==> src/rtl/spi_chain_pkg.sv <==
package spi_chain_pkg;

  typedef enum logic [2:0] {
    OP_BREAK  = 3'd0,
    OP_FSYNC  = 3'd1,
    OP_FASYNC = 3'd2,
    OP_NOP    = 3'd3,
    OP_WRITE  = 3'd4,
    OP_END    = 3'd5
  } chainOpT;

  typedef struct packed {
    logic       loadByte;
    logic [7:0] byteVal;
    logic       startRst;
  } dpCtrlT;

  function automatic logic [7:0] flipByte(input logic [7:0] b);
    logic [7:0] r;
    for (int i = 0; i < 8; i++) r[i] = b[7-i];
    return r;
  endfunction

endpackage

==> src/rtl/chain_dp.sv <==
module chain_dp
  import spi_chain_pkg::*;
#(
  parameter int RST_HALF   = 125,
  parameter int RST_PULSES = 32,
  parameter int DIV_W      = 8
) (
  input  logic             clk,
  input  logic             rstN,
  input  dpCtrlT           ctl,
  input  logic [DIV_W-1:0] sckDiv,
  input  logic             miso,
  output logic             sckOut,
  output logic             mosiOut,
  output logic             byteBusy,
  output logic             rstBusy,
  output logic             rxValid,
  output logic [7:0]       rxData
);
  localparam int RC_W = $clog2(RST_HALF) + 1;
  localparam int PC_W = $clog2(RST_PULSES) + 1;

  logic [DIV_W-1:0] divCnt, halfLim;
  logic [7:0] txSh, rxSh;
  logic [2:0] bitCnt;
  logic sckInt;
  logic [RC_W-1:0] rstCnt;
  logic [PC_W-1:0] pulseCnt;
  logic rstLvl;

  assign halfLim = (sckDiv == '0) ? DIV_W'(1) : sckDiv;

  // byte shifter, mode 0
  always_ff @(posedge clk) begin
    if (!rstN) begin
      byteBusy <= 1'b0; txSh <= '0; rxSh <= '0; bitCnt <= '0;
      divCnt <= '0; sckInt <= 1'b0; rxValid <= 1'b0; rxData <= '0;
    end else begin
      rxValid <= 1'b0;
      if (ctl.loadByte) begin
        byteBusy <= 1'b1; txSh <= ctl.byteVal; bitCnt <= '0;
        divCnt <= '0; sckInt <= 1'b0;
      end else if (byteBusy) begin
        if (divCnt == halfLim - 1'b1) begin
          divCnt <= '0;
          if (!sckInt) begin
            sckInt <= 1'b1;
            rxSh <= {rxSh[6:0], miso};
          end else begin
            sckInt <= 1'b0;
            if (bitCnt == 3'd7) begin
              byteBusy <= 1'b0; rxValid <= 1'b1; rxData <= rxSh;
            end else begin
              bitCnt <= bitCnt + 1'b1;
              txSh <= {txSh[6:0], 1'b0};
            end
          end
        end else begin
          divCnt <= divCnt + 1'b1;
        end
      end
      if (ctl.startRst) txSh <= '0;
    end
  end

  // chain reset pattern: SCK high, MOSI pulsing
  always_ff @(posedge clk) begin
    if (!rstN) begin
      rstBusy <= 1'b0; rstLvl <= 1'b0; rstCnt <= '0; pulseCnt <= '0;
    end else if (ctl.startRst) begin
      rstBusy <= 1'b1; rstLvl <= 1'b1; rstCnt <= '0; pulseCnt <= '0;
    end else if (rstBusy) begin
      if (rstCnt == RC_W'(RST_HALF - 1)) begin
        rstCnt <= '0;
        if (rstLvl) begin
          rstLvl <= 1'b0;
          pulseCnt <= pulseCnt + 1'b1;
        end else if (pulseCnt == PC_W'(RST_PULSES)) begin
          rstBusy <= 1'b0;
        end else begin
          rstLvl <= 1'b1;
        end
      end else begin
        rstCnt <= rstCnt + 1'b1;
      end
    end
  end

  assign sckOut  = rstBusy | sckInt;
  assign mosiOut = rstBusy ? rstLvl : txSh[7];

  // data never moves on a rising serial clock edge
  p_mosi_stable_r6: assert property (@(posedge clk) disable iff (!rstN)
    ($rose(sckOut) && !rstBusy) |-> $stable(mosiOut));
  // pulse count never runs past the programmed number
  p_pulse_bound_r7: assert property (@(posedge clk) disable iff (!rstN)
    pulseCnt <= PC_W'(RST_PULSES));
endmodule

==> src/rtl/chain_ctrl.sv <==
module chain_ctrl
  import spi_chain_pkg::*;
#(
  parameter int MAX_FRAME = 160
) (
  input  logic        clk,
  input  logic        rstN,
  input  logic        cmdValid,
  input  logic [2:0]  cmdOp,
  input  logic [7:0]  cmdCount,
  input  logic [15:0] cmdAddr,
  input  logic        wordValid,
  input  logic [31:0] wordData,
  input  logic        byteBusy,
  input  logic        rstBusy,
  output logic        cmdReady,
  output logic        wordReady,
  output logic        csN,
  output logic        busy,
  output dpCtrlT      ctl
);
  localparam int FB_W = $clog2(MAX_FRAME + 512);
  localparam logic [FB_W-1:0] MAX_F = FB_W'(MAX_FRAME);

  typedef enum logic [2:0] {
    S_IDLE, S_PRE, S_OPEN, S_LOAD, S_WAITB, S_WORD, S_GAP, S_POST
  } stateT;

  stateT state;
  chainOpT op, curOp;
  logic [FB_W-1:0] frameBytes, reqBytes;
  logic [7:0] seqPos, seqLen, nextPos, posM3;
  logic [15:0] addrReg;
  logic [4:0] wordsM1;
  logic [31:0] wordReg;
  logic lenOk, fits;
  logic [7:0] curByte;

  assign op = chainOpT'(cmdOp);

  always_comb begin
    case (op)
      OP_BREAK, OP_FSYNC:  reqBytes = FB_W'(1);
      OP_FASYNC, OP_NOP:   reqBytes = FB_W'(cmdCount);
      OP_WRITE:            reqBytes = FB_W'(3) + FB_W'({cmdCount[7:2], 2'b00});
      default:             reqBytes = '0;
    endcase
  end
  assign lenOk = (op != OP_WRITE) || (cmdCount >= 8'd4 && cmdCount <= 8'd128);
  assign fits  = (frameBytes + reqBytes) < MAX_F;

  assign nextPos = seqPos + 1'b1;
  assign posM3   = seqPos - 8'd3;

  always_comb begin
    case (curOp)
      OP_BREAK:  curByte = 8'h04;
      OP_FSYNC:  curByte = 8'h06;
      OP_FASYNC: curByte = 8'h05;
      OP_WRITE: begin
        if (seqPos == 8'd0)      curByte = {3'b111, wordsM1};
        else if (seqPos == 8'd1) curByte = addrReg[15:8];
        else if (seqPos == 8'd2) curByte = addrReg[7:0];
        else                     curByte = flipByte(wordReg[posM3[1:0]*8 +: 8]);
      end
      default:   curByte = 8'h00;
    endcase
  end

  assign cmdReady  = (state == S_OPEN);
  assign wordReady = (state == S_WORD);
  assign busy      = (state != S_IDLE);

  always_comb begin
    ctl = '0;
    ctl.loadByte = (state == S_LOAD);
    ctl.byteVal  = curByte;
    ctl.startRst = (state == S_IDLE && cmdValid) || (state == S_GAP);
  end

  always_ff @(posedge clk) begin
    if (!rstN) begin
      state <= S_IDLE; csN <= 1'b1; frameBytes <= '0; curOp <= OP_NOP;
      seqPos <= '0; seqLen <= '0; addrReg <= '0; wordsM1 <= '0; wordReg <= '0;
    end else begin
      case (state)
        S_IDLE: if (cmdValid) state <= S_PRE;
        S_PRE: if (!rstBusy) begin csN <= 1'b0; state <= S_OPEN; end
        S_OPEN: if (cmdValid) begin
          if (op == OP_END) begin
            csN <= 1'b1; frameBytes <= '0; state <= S_GAP;
          end else if (lenOk && fits && reqBytes != '0) begin
            frameBytes <= frameBytes + reqBytes;
            curOp   <= op;
            seqPos  <= '0;
            seqLen  <= reqBytes[7:0];
            addrReg <= cmdAddr;
            wordsM1 <= 5'(cmdCount[7:2] - 6'd1);
            state   <= S_LOAD;
          end
        end
        S_LOAD: state <= S_WAITB;
        S_WAITB: if (!byteBusy) begin
          seqPos <= nextPos;
          if (nextPos == seqLen) state <= S_OPEN;
          else if (curOp == OP_WRITE && nextPos >= 8'd3 && nextPos[1:0] == 2'd3)
            state <= S_WORD;
          else state <= S_LOAD;
        end
        S_WORD: if (wordValid) begin wordReg <= wordData; state <= S_LOAD; end
        S_GAP: state <= S_POST;
        S_POST: if (!rstBusy) state <= S_IDLE;
        default: state <= S_IDLE;
      endcase
    end
  end

  // a byte is loaded only into an idle shifter
  p_load_idle_r6: assert property (@(posedge clk) disable iff (!rstN)
    ctl.loadByte |-> (!byteBusy && !rstBusy));
  // the accepted total stays under the limit
  p_no_overflow_r9: assert property (@(posedge clk) disable iff (!rstN)
    frameBytes < MAX_F);
  // chip select stays high while the reset pattern plays
  p_cs_in_reset_r7: assert property (@(posedge clk) disable iff (!rstN)
    rstBusy |-> csN);
  // commands are taken only inside an open frame
  p_ready_cs_r10: assert property (@(posedge clk) disable iff (!rstN)
    cmdReady |-> !csN);
endmodule

==> src/rtl/spi_chain_encoder.sv <==
module spi_chain_encoder
  import spi_chain_pkg::*;
#(
  parameter int MAX_FRAME  = 160,
  parameter int RST_HALF   = 125,
  parameter int RST_PULSES = 32
) (
  input  logic        clk,
  input  logic        rstN,
  input  logic [7:0]  sckDiv,
  input  logic        cmdValid,
  output logic        cmdReady,
  input  logic [2:0]  cmdOp,
  input  logic [7:0]  cmdCount,
  input  logic [15:0] cmdAddr,
  input  logic        wordValid,
  output logic        wordReady,
  input  logic [31:0] wordData,
  output logic        busy,
  output logic        csN,
  output logic        sck,
  output logic        mosi,
  input  logic        miso,
  output logic        rxValid,
  output logic [7:0]  rxData
);
  dpCtrlT ctl;
  logic byteBusy, rstBusy;

  chain_ctrl #(.MAX_FRAME(MAX_FRAME)) u_ctrl (
    .clk(clk), .rstN(rstN), .cmdValid(cmdValid), .cmdOp(cmdOp),
    .cmdCount(cmdCount), .cmdAddr(cmdAddr), .wordValid(wordValid),
    .wordData(wordData), .byteBusy(byteBusy), .rstBusy(rstBusy),
    .cmdReady(cmdReady), .wordReady(wordReady), .csN(csN), .busy(busy),
    .ctl(ctl)
  );

  chain_dp #(.RST_HALF(RST_HALF), .RST_PULSES(RST_PULSES), .DIV_W(8)) u_dp (
    .clk(clk), .rstN(rstN), .ctl(ctl), .sckDiv(sckDiv), .miso(miso),
    .sckOut(sck), .mosiOut(mosi), .byteBusy(byteBusy), .rstBusy(rstBusy),
    .rxValid(rxValid), .rxData(rxData)
  );
endmodule

==> config.mk <==
export PLATFORM = sky130hd
export DESIGN_NAME = spi_chain_encoder
export DESIGN_NICKNAME = d
export VERILOG_FILES = /design/src/rtl/spi_chain_pkg.sv /design/src/rtl/chain_dp.sv /design/src/rtl/chain_ctrl.sv /design/src/rtl/spi_chain_encoder.sv
export SDC_FILE = /design/constraint.sdc
export NUM_CORES = 1
export LEC_CHECK = 0
export BUFFER_PORTS_ARGS = -buffer_cell sky130_fd_sc_hd__buf_2
export CORE_ASPECT_RATIO = 0.8
export CORE_UTILIZATION = 59
export DETAILED_ROUTE_END_ITERATION = 10
export GPL_TIMING_DRIVEN = 0
export PLACE_DENSITY = 0.92
export SYNTH_ARGS = -nofsm -noshare
export SYNTH_HDL_FRONTEND = slang
export SYNTH_SLANG_ARGS = --single-unit
export TNS_END_PERCENT = 50
==> constraint.sdc <==
create_clock -name clk -period 6 [get_ports clk]
set_input_delay 1.2 -clock clk [delete_from_list [all_inputs] [get_ports clk]]
set_output_delay 1.2 -clock clk [all_outputs]
set_load 0.1 [all_outputs]
==> results.cfg <==
[clocking]
path_clk_slew_ns = 0.07
postCtsSetupRepairBufs = 0
clk_latency_ns = 0.42
clock_sinks = 140
cts-root-buf = clkbuf_16
cts_tree = built
postCtsResizedCells = 0
cts_hold_buf = 0
cts_buffer_depth = 2
ctsHtreeMaxLevel = 4
cts_inserted_buffers = 17

[drt]
drt_pass1_iterations = 6
wl_mm = 19.8
ant_nets = 0
drt_iter0_markers = 671
vias = 7026
post_drt_wl_per_cell_um = 17.3
drt_drc_violations_left = 0
vias_per_cell = 6.13

[global_route]
gr-usage-all-layers_pct = 30.9
grt_max_degree = 17
grt_overflow = 0
antenna_found_initial = 0
grt_pass1_wl_mm = 31.2
first_global_vias = 6533

[logic_synthesis]
synth_compound_area_share_pct = 15.2
ys_types = 69
synthAdderAreaFrac_pct = 3.74
synth_top_area_share_pct = 38.1
synth-main-ff-cell = dfxtp_1
synthTopCellsByCount = dfxtp_1 (140), nand2_1 (129), nor2_1 (110), a21oi_1 (68), mux2i_1 (56)
synth-simple-area-share_pct = 23.2
synth_fp_nets = 971
synth_area_um2 = 7350
synth_area_per_cell_um2 = 8.38
synth_mux_area_share_pct = 10.1
netlist_instances = 877
synthArstFlopShare_pct = 0
yosys.cell_count.top_type = dfxtp_1
ys_ff_latch = 140
synth_area_leaders = dfxtp_1 (38%), mux2i_1 (7.6%), nand2_1 (6.6%), nor2_1 (5.6%), a21oi_1 (4.6%)
synth_edf_count = 0
yosysSeqAreaShare_pct = 38.1
synth_top_family_by_area = simple AND/OR/NAND/NOR gates
synthXorXnorAreaFrac_pct = 5.84
yosys.area.top_type = dfxtp_1
ys_warn_count = 0

[timing]
fin_crit_sh_pct = 89.9
fmax_ghz = 0.185
finClkSkew_ns = 0.00744
worst-slew-pin-transition_ns = 0.759
finalSetupTns_ns = 0
finalMaxSlewViolations = 0
hold_viol = 0
timing.final.crit_period_ns = 5.39
setup_viol = 0
rsz0062_at_grt = false
slew_headroom_pct = 49.3

[floorplanning]
initial_utilization_pct = 60.4
die_x_um = 127
rows = 36
io_pins = 87
die-height_um = 102
dieArea_um2 = 12900
core_um2 = 12200

[layout]
multi_input_area_um2 = 4270
diodes = 0
ff_latch_area_um2 = 2800
layout-drive-gt1-share_pct = 14.7
instances_no_fill = 1146
area_growth_pct = 16.3
finalNetCount = 1075
fillCellCount = 921

[place]
io_buffers = 85
gp_congestion = 0.948
numPlacedInstances = 1114
dp.final_hpwl_mm = 13.8

[min_path]
hold_path_depth = 2
hp-start = u_ctrl.wordReg[19]
whs_endpoint = u_ctrl.wordReg[19]
hold_class = reg -> reg

[critical_path]
critical_path_arrival_ns = 5.67
path_class = in -> reg
crit_buf_inv = 4
rr_startpoint = u_ctrl.frameBytes[6]
r2r_slack_ns = 2.26
endpoint_kind = flop
crit_family = simple AND/OR/NAND/NOR gates
cp_cell_sequence = clkbuf_1, nor3b_1, a21oi_1, nor2b_1, ha_1, clkbuf_1, nand2_1, o21ai_0, o22ai_1, nor4b_1, and3_1, o21a_1, buf_4, buf_4, mux2i_1, nor2_1
cp_slowest_cell = nor4b_1
path_max_fanout = 10
r2r_end = u_ctrl.addrReg[0]
r2r_cells = 12
cp_data_required_time_ns = 6.28
critPathMaxStageDelay_ns = 0.61
start_kind = primary input

[pwr]
finalPower_w = 0.00265
p_leak_nw = 3.33
irDropWorstVdd_mv = 0.203
p_per_area_nw_per_um2 = 310

[status]
status = finished clean

[run]
max_cap_violations = 0
==> logic make-up (layout without fill, tap and decap cells) <==
family / count (synthesis) / in the layout
adders and majority gates: 22 / 22
buffers and inverters: 67 / 184
AOI/OAI and AO/OA: 173 / 173
muxes: 64 / 64
and+or+nand+nor: 362 / 362
xor gates and xnor gates: 49 / 49
DFF: 140 / 140
==> layer usage <==
metal | GRT usage, % | routed length, um
met5 | 0 | 0
met3 | 6.54 | 1680
met2 | 52.4 | 9210
met1 | 38.3 | 8230
met4 | 14.3 | 670
==> how the worst max path moves through the flow <==
stage | startpoint | endpoint | slack [ns] | cells past startpoint
2_1_floorplan | cmdOp[1] | u_ctrl.addrReg[0] | 1.37 | 16
3_3_place_gp | cmdOp[1] | u_ctrl.seqLen[6] | 0.67 | 16
3_5_place_dp | cmdOp[1] | u_ctrl.addrReg[0] | 0.56 | 16
4_1_cts | cmdOp[1] | u_ctrl.addrReg[0] | 0.86 | 16
5_1_grt | cmdOp[1] | u_ctrl.addrReg[0] | 0.44 | 16
6_report | cmdOp[1] | u_ctrl.addrReg[0] | 0.61 | 16
==> cells in the final DEF (no fill, tap or decap), types with 10 or more instances in the layout <==
| cell type | instances |
|---|---|
| clkbuf_16 | 17 |
| or3_1 | 10 |
| xnor2_1 | 30 |
| nand2_1 | 129 |
| buf_2 | 88 |
| ha_1 | 22 |
| and3_1 | 10 |
| xor2_1 | 19 |
| inv_1 | 15 |
| a211oi_1 | 17 |
| nor2_1 | 110 |
| mux2i_1 | 56 |
| nand3_1 | 25 |
| nand4_1 | 11 |
| a21oi_1 | 68 |
| dfxtp_1 | 140 |
| clkbuf_1 | 39 |
| nor3_1 | 12 |
| o21ai_0 | 22 |
==> state kept, by name, summed over array words and instances, names as in the netlist, 8 cells and up <==
register and flops:
u_ctrl.wordReg 32, u_dp.txSh 8, u_dp.rxData 8, u_dp.divCnt 8
u_ctrl.seqPos 8, u_ctrl.seqLen 8, u_dp.rxSh 8, u_dp.rstCnt 8
u_ctrl.addrReg 16, u_ctrl.frameBytes 10
==> tightest hold or removal path: cells and delay by family, from the launching register on <==
| kind | cells | cell delay (ns) |
|---|---|---|
| DFF | 1 | 0.31 |
| and+or+nand+nor | 1 | 0.05 |
| AOI/OAI and AO/OA | 1 | 0.05 |
==> power breakdown <==
part           total [W]  internal [W]  switching [W]
Sequential       0.00102      0.000977      0.0000423
Combinational   0.000609      0.000186       0.000422
Clock            0.00102      0.000587       0.000437
Total            0.00265       0.00175       0.000901
==> metrics by stage <==
step                hold slack, ns  util, %  worst slack (ns)  instance area (um^2)
finish                       0.457     70.3             0.608                  8550
global route                 0.475     70.3             0.440                  8550
CTS                          0.454     70.3             0.858                  8550
detailed placement           0.445     65.5             0.557                  7970
global placement             0.440     65.5             0.670                  7970
floorplan                    0.433        -              1.37                  7350
==> area by class of cell <==
class                   instances  share of cell area, %
repair buffers                 85                   4.98
plain buffers                  51                   2.61
clock buffers                  21                   5.62
multi-input cells             670                   49.9
inverters                      16                  0.703
flip-flops and latches        140                   32.8
well taps                     152                   2.23
clock inverters                11                   1.16
Note: power is estimated with default switching activity, not from simulation.
